`src/rtl/fbd_pkg.sv`:
```
package fbd_pkg;

  localparam int SEG_W = 7;

  typedef logic [SEG_W-1:0] seg_t;

  // Active-high pattern for a decimal digit, segment a in the top bit.
  function automatic seg_t seg_digit(input int unsigned d);
    seg_t p;
    case (d)
      0: p = 7'b1111110;
      1: p = 7'b0110000;
      2: p = 7'b1101101;
      3: p = 7'b1111001;
      4: p = 7'b0110011;
      5: p = 7'b1011011;
      6: p = 7'b1011111;
      7: p = 7'b1110000;
      8: p = 7'b1111111;
      9: p = 7'b1111011;
      default: p = '0;
    endcase
    return p;
  endfunction

  // Decode with range limit: out-of-range floors give a dark digit.
  function automatic seg_t floor_pattern(input int unsigned fl, input int unsigned n_floors);
    if (fl >= n_floors) return '0;
    return seg_digit(fl);
  endfunction

  function automatic int unsigned cnt_width(input int unsigned n);
    return (n > 1) ? $clog2(n) : 1;
  endfunction

endpackage

```
`src/rtl/fbd_seg_decoder.sv`:
```
module fbd_seg_decoder
  import fbd_pkg::*;
#(
  parameter int FLOOR_W    = 3,
  parameter int NUM_FLOORS = 5
) (
  input  logic [FLOOR_W-1:0] floor_i,
  output seg_t               raw_o
);
  int unsigned fl;

  always_comb begin
    fl    = 32'(floor_i);
    raw_o = floor_pattern(fl, NUM_FLOORS);
  end
endmodule

```
`src/rtl/fbd_blink_seq.sv`:
```
module fbd_blink_seq
  import fbd_pkg::*;
#(
  parameter int HALF_TICKS = 4,
  parameter int BLINKS     = 5,
  parameter int HALF_W     = cnt_width(HALF_TICKS),
  parameter int COUNT_W    = cnt_width(BLINKS)
) (
  input  logic               clk,
  input  logic               rst_n,
  input  logic               arrive_i,
  input  logic               tick_i,
  output logic               active_o,
  output logic               off_phase_o,
  output logic [COUNT_W-1:0] blink_idx_o,
  output logic               half_done_o,
  output logic               seq_done_o
);
  localparam logic [HALF_W-1:0]  HALF_LAST  = HALF_W'(HALF_TICKS - 1);
  localparam logic [COUNT_W-1:0] BLINK_LAST = COUNT_W'(BLINKS - 1);

  logic [HALF_W-1:0] half_cnt;

  assign half_done_o = active_o && tick_i && (half_cnt == HALF_LAST);
  assign seq_done_o  = half_done_o && off_phase_o && (blink_idx_o == BLINK_LAST);

  always_ff @(posedge clk) begin
    if (!rst_n) begin
      active_o    <= 1'b0;
      off_phase_o <= 1'b0;
      blink_idx_o <= '0;
      half_cnt    <= '0;
    end else if (arrive_i) begin
      active_o    <= 1'b1;
      off_phase_o <= 1'b0;
      blink_idx_o <= '0;
      half_cnt    <= '0;
    end else if (active_o && tick_i) begin
      if (half_done_o) begin
        half_cnt <= '0;
        if (!off_phase_o) begin
          off_phase_o <= 1'b1;
        end else if (seq_done_o) begin
          active_o    <= 1'b0;
          off_phase_o <= 1'b0;
          blink_idx_o <= '0;
        end else begin
          off_phase_o <= 1'b0;
          blink_idx_o <= blink_idx_o + 1'b1;
        end
      end else begin
        half_cnt <= half_cnt + 1'b1;
      end
    end
  end
endmodule

```
`src/rtl/fbd_seg_gate.sv`:
```
module fbd_seg_gate
  import fbd_pkg::*;
(
  input  seg_t raw_i,
  input  logic show_i,
  output seg_t seg_o
);
  for (genvar i = 0; i < SEG_W; i++) begin : g_seg
    assign seg_o[i] = raw_i[i] & show_i;
  end
endmodule

```
`src/rtl/floor_blink_display.sv`:
```
module floor_blink_display
  import fbd_pkg::*;
#(
  parameter int FLOOR_W    = 3,
  parameter int NUM_FLOORS = 5,
  parameter int HALF_TICKS = 4,
  parameter int BLINKS     = 5
) (
  input  logic               clk,
  input  logic               rst_n,
  input  logic [FLOOR_W-1:0] floor_i,
  input  logic               arrive_i,
  input  logic               tick_i,
  output logic [6:0]         seg_o,
  output logic               blink_o
);
  localparam int COUNT_W = cnt_width(BLINKS);

  seg_t               raw_seg;
  logic               off_phase;
  logic [COUNT_W-1:0] blink_idx;
  logic               half_done;
  logic               seq_done;
  logic               show;

  fbd_seg_decoder #(.FLOOR_W(FLOOR_W), .NUM_FLOORS(NUM_FLOORS)) u_dec (
    .floor_i (floor_i),
    .raw_o   (raw_seg)
  );

  fbd_blink_seq #(.HALF_TICKS(HALF_TICKS), .BLINKS(BLINKS)) u_seq (
    .clk         (clk),
    .rst_n       (rst_n),
    .arrive_i    (arrive_i),
    .tick_i      (tick_i),
    .active_o    (blink_o),
    .off_phase_o (off_phase),
    .blink_idx_o (blink_idx),
    .half_done_o (half_done),
    .seq_done_o  (seq_done)
  );

  assign show = !(blink_o && off_phase);

  fbd_seg_gate u_gate (
    .raw_i  (raw_seg),
    .show_i (show),
    .seg_o  (seg_o)
  );
endmodule

```
`config.mk`:
```
export PLATFORM = sky130hd
export DESIGN_NAME = floor_blink_display
export DESIGN_NICKNAME = d
export VERILOG_FILES = /design/src/rtl/fbd_pkg.sv /design/src/rtl/fbd_seg_decoder.sv /design/src/rtl/fbd_blink_seq.sv /design/src/rtl/fbd_seg_gate.sv /design/src/rtl/floor_blink_display.sv
export SDC_FILE = /design/constraint.sdc
export NUM_CORES = 1
export LEC_CHECK = 0
export BUFFER_PORTS_ARGS = -buffer_cell sky130_fd_sc_hd__buf_2
export CAP_MARGIN = 20
export CORE_AREA = 10 10 47 49
export DETAILED_ROUTE_END_ITERATION = 8
export DIE_AREA = 0 0 57 59
export GPL_TIMING_DRIVEN = 0
export PLACE_DENSITY = 0.75
export SYNTH_ARGS = -nofsm -noshare
export SYNTH_HDL_FRONTEND = slang
export SYNTH_HIERARCHICAL = 1
export SYNTH_SLANG_ARGS = --single-unit
```
`constraint.sdc`:
```
create_clock -name clk -period 1.9 [get_ports clk]
set_clock_uncertainty 0.05 [all_clocks]
set_input_delay 0.19 -clock clk [delete_from_list [all_inputs] [get_ports clk]]
set_output_delay 0.19 -clock clk [all_outputs]
set_load 0.01 [all_outputs]
```
* Word-level counts from Yosys, hierarchy flattened *
Memory sizes are Yosys's and may differ from the RTL's.
Cells that the tools add are included.

word-level totals
  bits in registers = 7
  memory bits (read-only) = 56
  logic and storage cells = 43
  output and inout bits = 8
  memories kept = 1

cells by class
  equality and inequality tests = 2
  $add $sub $neg = 2
  multiplexer cells = 11
  reductions and logical operators = 14
  bitwise operators = 8
  order comparisons = 1

memory list
  memory           depth  width  rd ports  clocked after memory_dff  wr ports  line           RTL
  (no name shown)  8      7      1         0                         0         fbd_pkg.sv:10  case (d)

operators by type and width
  kind                                         count
  2-to-1 mux 7 bit                             2
  nonzero test 2 bit                           4
  AND 1 bit                                    7
  2-to-1 mux 1 bit                             7
  logical AND 1 bit                            5
  AND reduction 4 bit                          1
  adder 3 x 1 -> 3 bit, second input constant  1
  equality test 3 bit, second input constant   1
  >= comparator 3 bit, second input constant   1
  2-to-1 mux 3 bit                             1
  AND reduction 3 bit                          1
  adder 2 x 1 -> 2 bit, second input constant  1
  equality test 2 bit, second input constant   1
  2-to-1 mux 2 bit                             1
  AND reduction 2 bit                          1
  OR reduction 2 bit                           1
  zero test 1 bit                              1
  NOT 1 bit                                    1

* Depth between registers and ports, before layout *
  depth after elaboration = 9
  gate-level depth with buffers = 5

* Hierarchy *
The synthesis kept the hierarchy.

modules (own cells, without submodules)
  module               cells an instance  sequential area each (um^2)  instances  area each (um^2)
  fbd_blink_seq        37                 140.1                        1          329.1
  fbd_seg_decoder      18                 0.0                          1          156.4
  fbd_seg_gate         7                  0.0                          1          43.8
  floor_blink_display  1                  0.0                          1          3.8

* Worst setup path before layout *
Ideal clock, no wire load.

  path type = in2out
  start point = input port floor_i[1]
  end point = output port seg_o[0]
  cell stages on the path = 5
  data arrival time = 1265 ps
  path buffers = 0
  slack = 395 ps
  cell sequence = inv_1 -> ha_1 -> or4b_4 -> o22ai_1 -> and2_1

between the ends
  word-level cells in the longest chain between the ends = 4
  elaborated cells on any way between the ends = 5

ends and longest elaborated chain
  what                  line                       RTL
  start, declared       floor_blink_display.sv:11  input logic [FLOOR_W-1:0] floor_i,
  >= comparator 3 bit   fbd_pkg.sv:28              if (fl >= n_floors) return '0;
  2-to-1 mux 1 bit      fbd_pkg.sv:28
  2-to-1 mux 7 bit (*)  fbd_pkg.sv:29              return seg_digit(fl);
  net raw_seg[0]        floor_blink_display.sv:19  seg_t raw_seg;
  AND 1 bit (*)         fbd_seg_gate.sv:9          assign seg_o[i] = raw_i[i] & show_i;
  end, declared         floor_blink_display.sv:14  output logic [6:0] seg_o,

The timed path passes the listed nets; every way through them passes the cells marked *.

* Worst setup path after layout *
  start point = input port floor_i[1]
  end point = output port seg_o[3]

Same word-level chain as after synthesis.

==> qor.tcl <==
set qor(outcome) {finished clean}
set qor(timing_worst_slew_pin_value_ps) 272
set qor(gp_congestion) 0.777
set qor(syn2layout_area_growth_pct) 22.3
set qor(critical_path_depth) 7
set qor(post-route-min-period_ps) 1790
set qor(place.detailed.instances) 93
set qor(most_used_routing_layer) {met2}
set qor(yosysSeqAreaShare_pct) 26.3
set qor(antenna_violations_before_repair) 0
set qor(worst_hold_path_type) {in2reg}
set qor(cts_num_sinks) 7
set qor(holdWs_ps) 108
set qor(routed_wire_length_per_instance_microns) 11.4
set qor(unrepaired_setup_endpoints_after_global_routing) {no}
set qor(post_synth.cell_area_avg_sq_um) 8.46
set qor(detailedRoute.firstIterationViolations) 6
set qor(cell_count_after_synthesis) 63
set qor(cap_viol_max_count) 0
set qor(maximum_level_of_the_cts_h_tree) 1
set qor(drt_pass1_iterations) 2
set qor(cp_slowest_cell) {sky130_fd_sc_hd__or4b_4}
set qor(layout-drive-gt1-share_pct) 25.9
set qor(drt_wl_total_microns) 1100
set qor(vdd_ir_drop_max_mv) 0.393
set qor(cts.path.max_buffers) 2
set qor(timing.critical_path.from_type) {primary input}
set qor(globalRouteMet2Util_pct) 11.3
set qor(layout_worst_path_cycle_share_pct) 94.4
set qor(detail_route.vias_per_cell) 5.20
set qor(worst_setup_hold_path_clk_slew_ps) 50
set qor(placement_rows) 14
set qor(critPathRequiredTime_ps) 1660
set qor(power_leakage_uw) 0.000314
set qor(async_reset_ff_share_pct) 0
set qor(holdBufCountCts) 0
set qor(path_class) {in2out}
set qor(die_area_sq_mm) 0.00336
set qor(r2r_cells) 5
set qor(route.vias.total) 504
set qor(mappedNetlistNets) 79
set qor(worst_hold_start) {arrive_i}
set qor(core_occupancy_in_the_finished_layout_pct) 46.5
set qor(ioPinCount) 15
set qor(cts_tree) {yes}
set qor(synthTopCellsByArea) {sky130_fd_sc_hd__dfxtp_1, sky130_fd_sc_hd__ha_1, sky130_fd_sc_hd__and2_1}
set qor(critPathLaunch) {floor_i[1]}
set qor(ys_dominant_reg_cell) {sky130_fd_sc_hd__dfxtp_1}
set qor(beginning_of_the_worst_register_to_register_path) {u_seq/half_cnt[0]$_SDFFE_PP0P_}
set qor(timing_max_transition_violations_final) 0
set qor(finalSetupViolCount) 0
set qor(postCtsSetupBuffers) 0
set qor(sum_of_buffers_and_inverters_on_the_critical_path) 3
set qor(insertedDiodeCount) 0
set qor(final_hold_violation_count) 0
set qor(cts_root_buffer) {sky130_fd_sc_hd__clkbuf_4}
set qor(place.detailed.hpwl_microns) 900
set qor(clock.fmax_mhz) 557
set qor(critical-path-top-delay-family) {simple AND/OR/NAND/NOR gates}
set qor(worstSkewPairLatency_ps) 250
set qor(setup_total_negative_slack_ps) 0
set qor(initial_core_utilization_pct) 38.0
set qor(yosys.cell_types.count) 22
set qor(grt_remaining_overflow) 0
set qor(relSlewSlack_pct) 81.6
set qor(gr-usage-met1_pct) 7.70
set qor(grt_max_degree) 9
set qor(die-height_microns) 59
set qor(total_global_route_track_usage_pct) 6.95
set qor(ys.warnings.count) 6
set qor(crit_path_max_incr_delay_ps) 550
set qor(worstHoldPathCells) 3
set qor(grt.met3_usage_pct) 3.00
set qor(finish.net_count) 98
set qor(setup_crit_end_kind) {output port}
set qor(worst-endpoint-arrival_ps) 1550
set qor(netlist.top_cell.by_area) {sky130_fd_sc_hd__dfxtp_1}
set qor(vias_in_the_first_global_route) 494
set qor(floorplan.core_area_sq_mm) 0.00140
set qor(synth_largest_type_area_fraction_pct) 26.3
set qor(die_w_microns) 57
set qor(post_synth_instance_area_sq_um) 533
set qor(cts_resized) 0
set qor(drt.antenna.violating_nets) 0
set qor(remaining_drc_errors) 0
set qor(worstPathCellList) {clkbuf_4 > inv_2 > ha_1 > or4b_4 > o22ai_1 > and2_1 > buf_2}
set qor(synth_edf_count) 0
set qor(yosys_register_bits) 7
set qor(final-instance-count-excl-fill) 97
set qor(worst-path-max-fanout) 7
set qor(global_route_wire_length_before_repair_microns) 1990
set qor(total_power_density_per_cell_area_mw_per_mm2) 546
set qor(placement.io_buffers) 14
set qor(tritoncts.num_buffers) 3
logic make-up (layout without fill, tap and decap cells):
group,count (synthesis),count (layout),share of synthesized area (%)
adders and majority gates,9,9,21.1
xor gates and xnor gates,2,2,3.29
DFF,7,7,26.3
muxes,3,3,5.63
buffers and inverters,6,24,4.46
and+or+nand+nor,27,27,29.1
AOI/OAI and AO/OA,9,9,10.1
cell type report:
type	count	area (sq um)
Clock buffer	4	26.3
Tap cell	16	20.0
Multi-Input combinational cell	50	369
Inverter	5	18.8
Sequential cell	7	140
Fill cell	146	749
Timing Repair Buffer	14	72.6
Buffer	1	5.00
metal layers:
| layer | part of all wire (%) | up-vias | wire [microns] |
|---|---|---|---|
| li1 | - | 253 | - |
| met3 | 7.8 | 4 | 86 |
| met5 | 0 | - | 0 |
| met2 | 44 | 17 | 480 |
| met1 | 47 | 230 | 523 |
| met4 | 1.1 | 0 | 12 |
cells in the final DEF (no fill, tap or decap):
cell type	n
sky130_fd_sc_hd__buf_2	14
sky130_fd_sc_hd__ha_1	9
sky130_fd_sc_hd__and2_1	7
sky130_fd_sc_hd__dfxtp_1	7
sky130_fd_sc_hd__nand2_1	5
sky130_fd_sc_hd__nor2_1	5
sky130_fd_sc_hd__clkbuf_4	4
sky130_fd_sc_hd__inv_1	4
sky130_fd_sc_hd__mux2i_1	3
sky130_fd_sc_hd__o22ai_1	3
sky130_fd_sc_hd__nor3_1	3
sky130_fd_sc_hd__a21oi_1	2
sky130_fd_sc_hd__o21ai_0	2
sky130_fd_sc_hd__xnor2_1	2
sky130_fd_sc_hd__clkbuf_1	1
sky130_fd_sc_hd__o41ai_1	1
sky130_fd_sc_hd__inv_2	1
sky130_fd_sc_hd__or4b_4	1
sky130_fd_sc_hd__or4b_1	1
sky130_fd_sc_hd__and3_1	1
sky130_fd_sc_hd__and4_4	1
sky130_fd_sc_hd__nand2b_1	1
sky130_fd_sc_hd__a31oi_1	1
sky130_fd_sc_hd__nand4_1	1
sky130_fd_sc_hd__nand3_1	1
through the flow:
| stage | instance area (sq um) | total power (uW) | setup WS, ps |
|---|---|---|---|
| after floorplan | 533 | 195 | 395 |
| after global placement | 623 | 224 | 76.2 |
| after detailed placement | 623 | 227 | 44.1 |
| after CTS | 649 | 363 | 43.8 |
| after global routing | 652 | 380 | 18.1 |
| final | 652 | 356 | 106 |
path summary, 6_finish.rpt:
kind,end,slack (ps)
worst max-delay path,seg_o[3],110
worst min-delay path,u_seq/active_o$_SDFFE_PN0P_,110
worst max register to register,u_seq/blink_idx_o[0]$_SDFFE_PP0P_,570
worst min register to register,u_seq/half_cnt[1]$_SDFFE_PP0P_,430
power breakdown:
| group | switching, uW | internal, uW |
|---|---|---|
| combinational | 37.7 | 32.6 |
| sequential | 3.65 | 150 |
| clock | 52.3 | 80.0 |
cell usage after synthesis, drive strengths merged (2+ instances only):
| cell | n |
|---|---|
| nor2 | 5 |
| or4b | 2 |
| ha | 9 |
| nand2 | 5 |
| mux2i | 3 |
| a21oi | 2 |
| xnor2 | 2 |
| o21ai | 2 |
| and2 | 7 |
| dfxtp | 7 |
| o22ai | 3 |
| nor3 | 3 |
| inv | 5 |
worst min-delay path, delay by kind of cell:
| family | cells | cell delay [ps] |
|---|---|---|
| and+or+nand+nor | 1 | 40 |
| buffers and inverters | 1 | 80 |
| AOI/OAI and AO/OA | 1 | 60 |
sequential cells by signal, summed over array words and instances, names as in the netlist:
register           count
u_seq/active_o         1
u_seq/blink_idx_o      3
u_seq/half_cnt         2
u_seq/off_phase_o      1
Note: power is estimated with default switching activity, not from simulation.
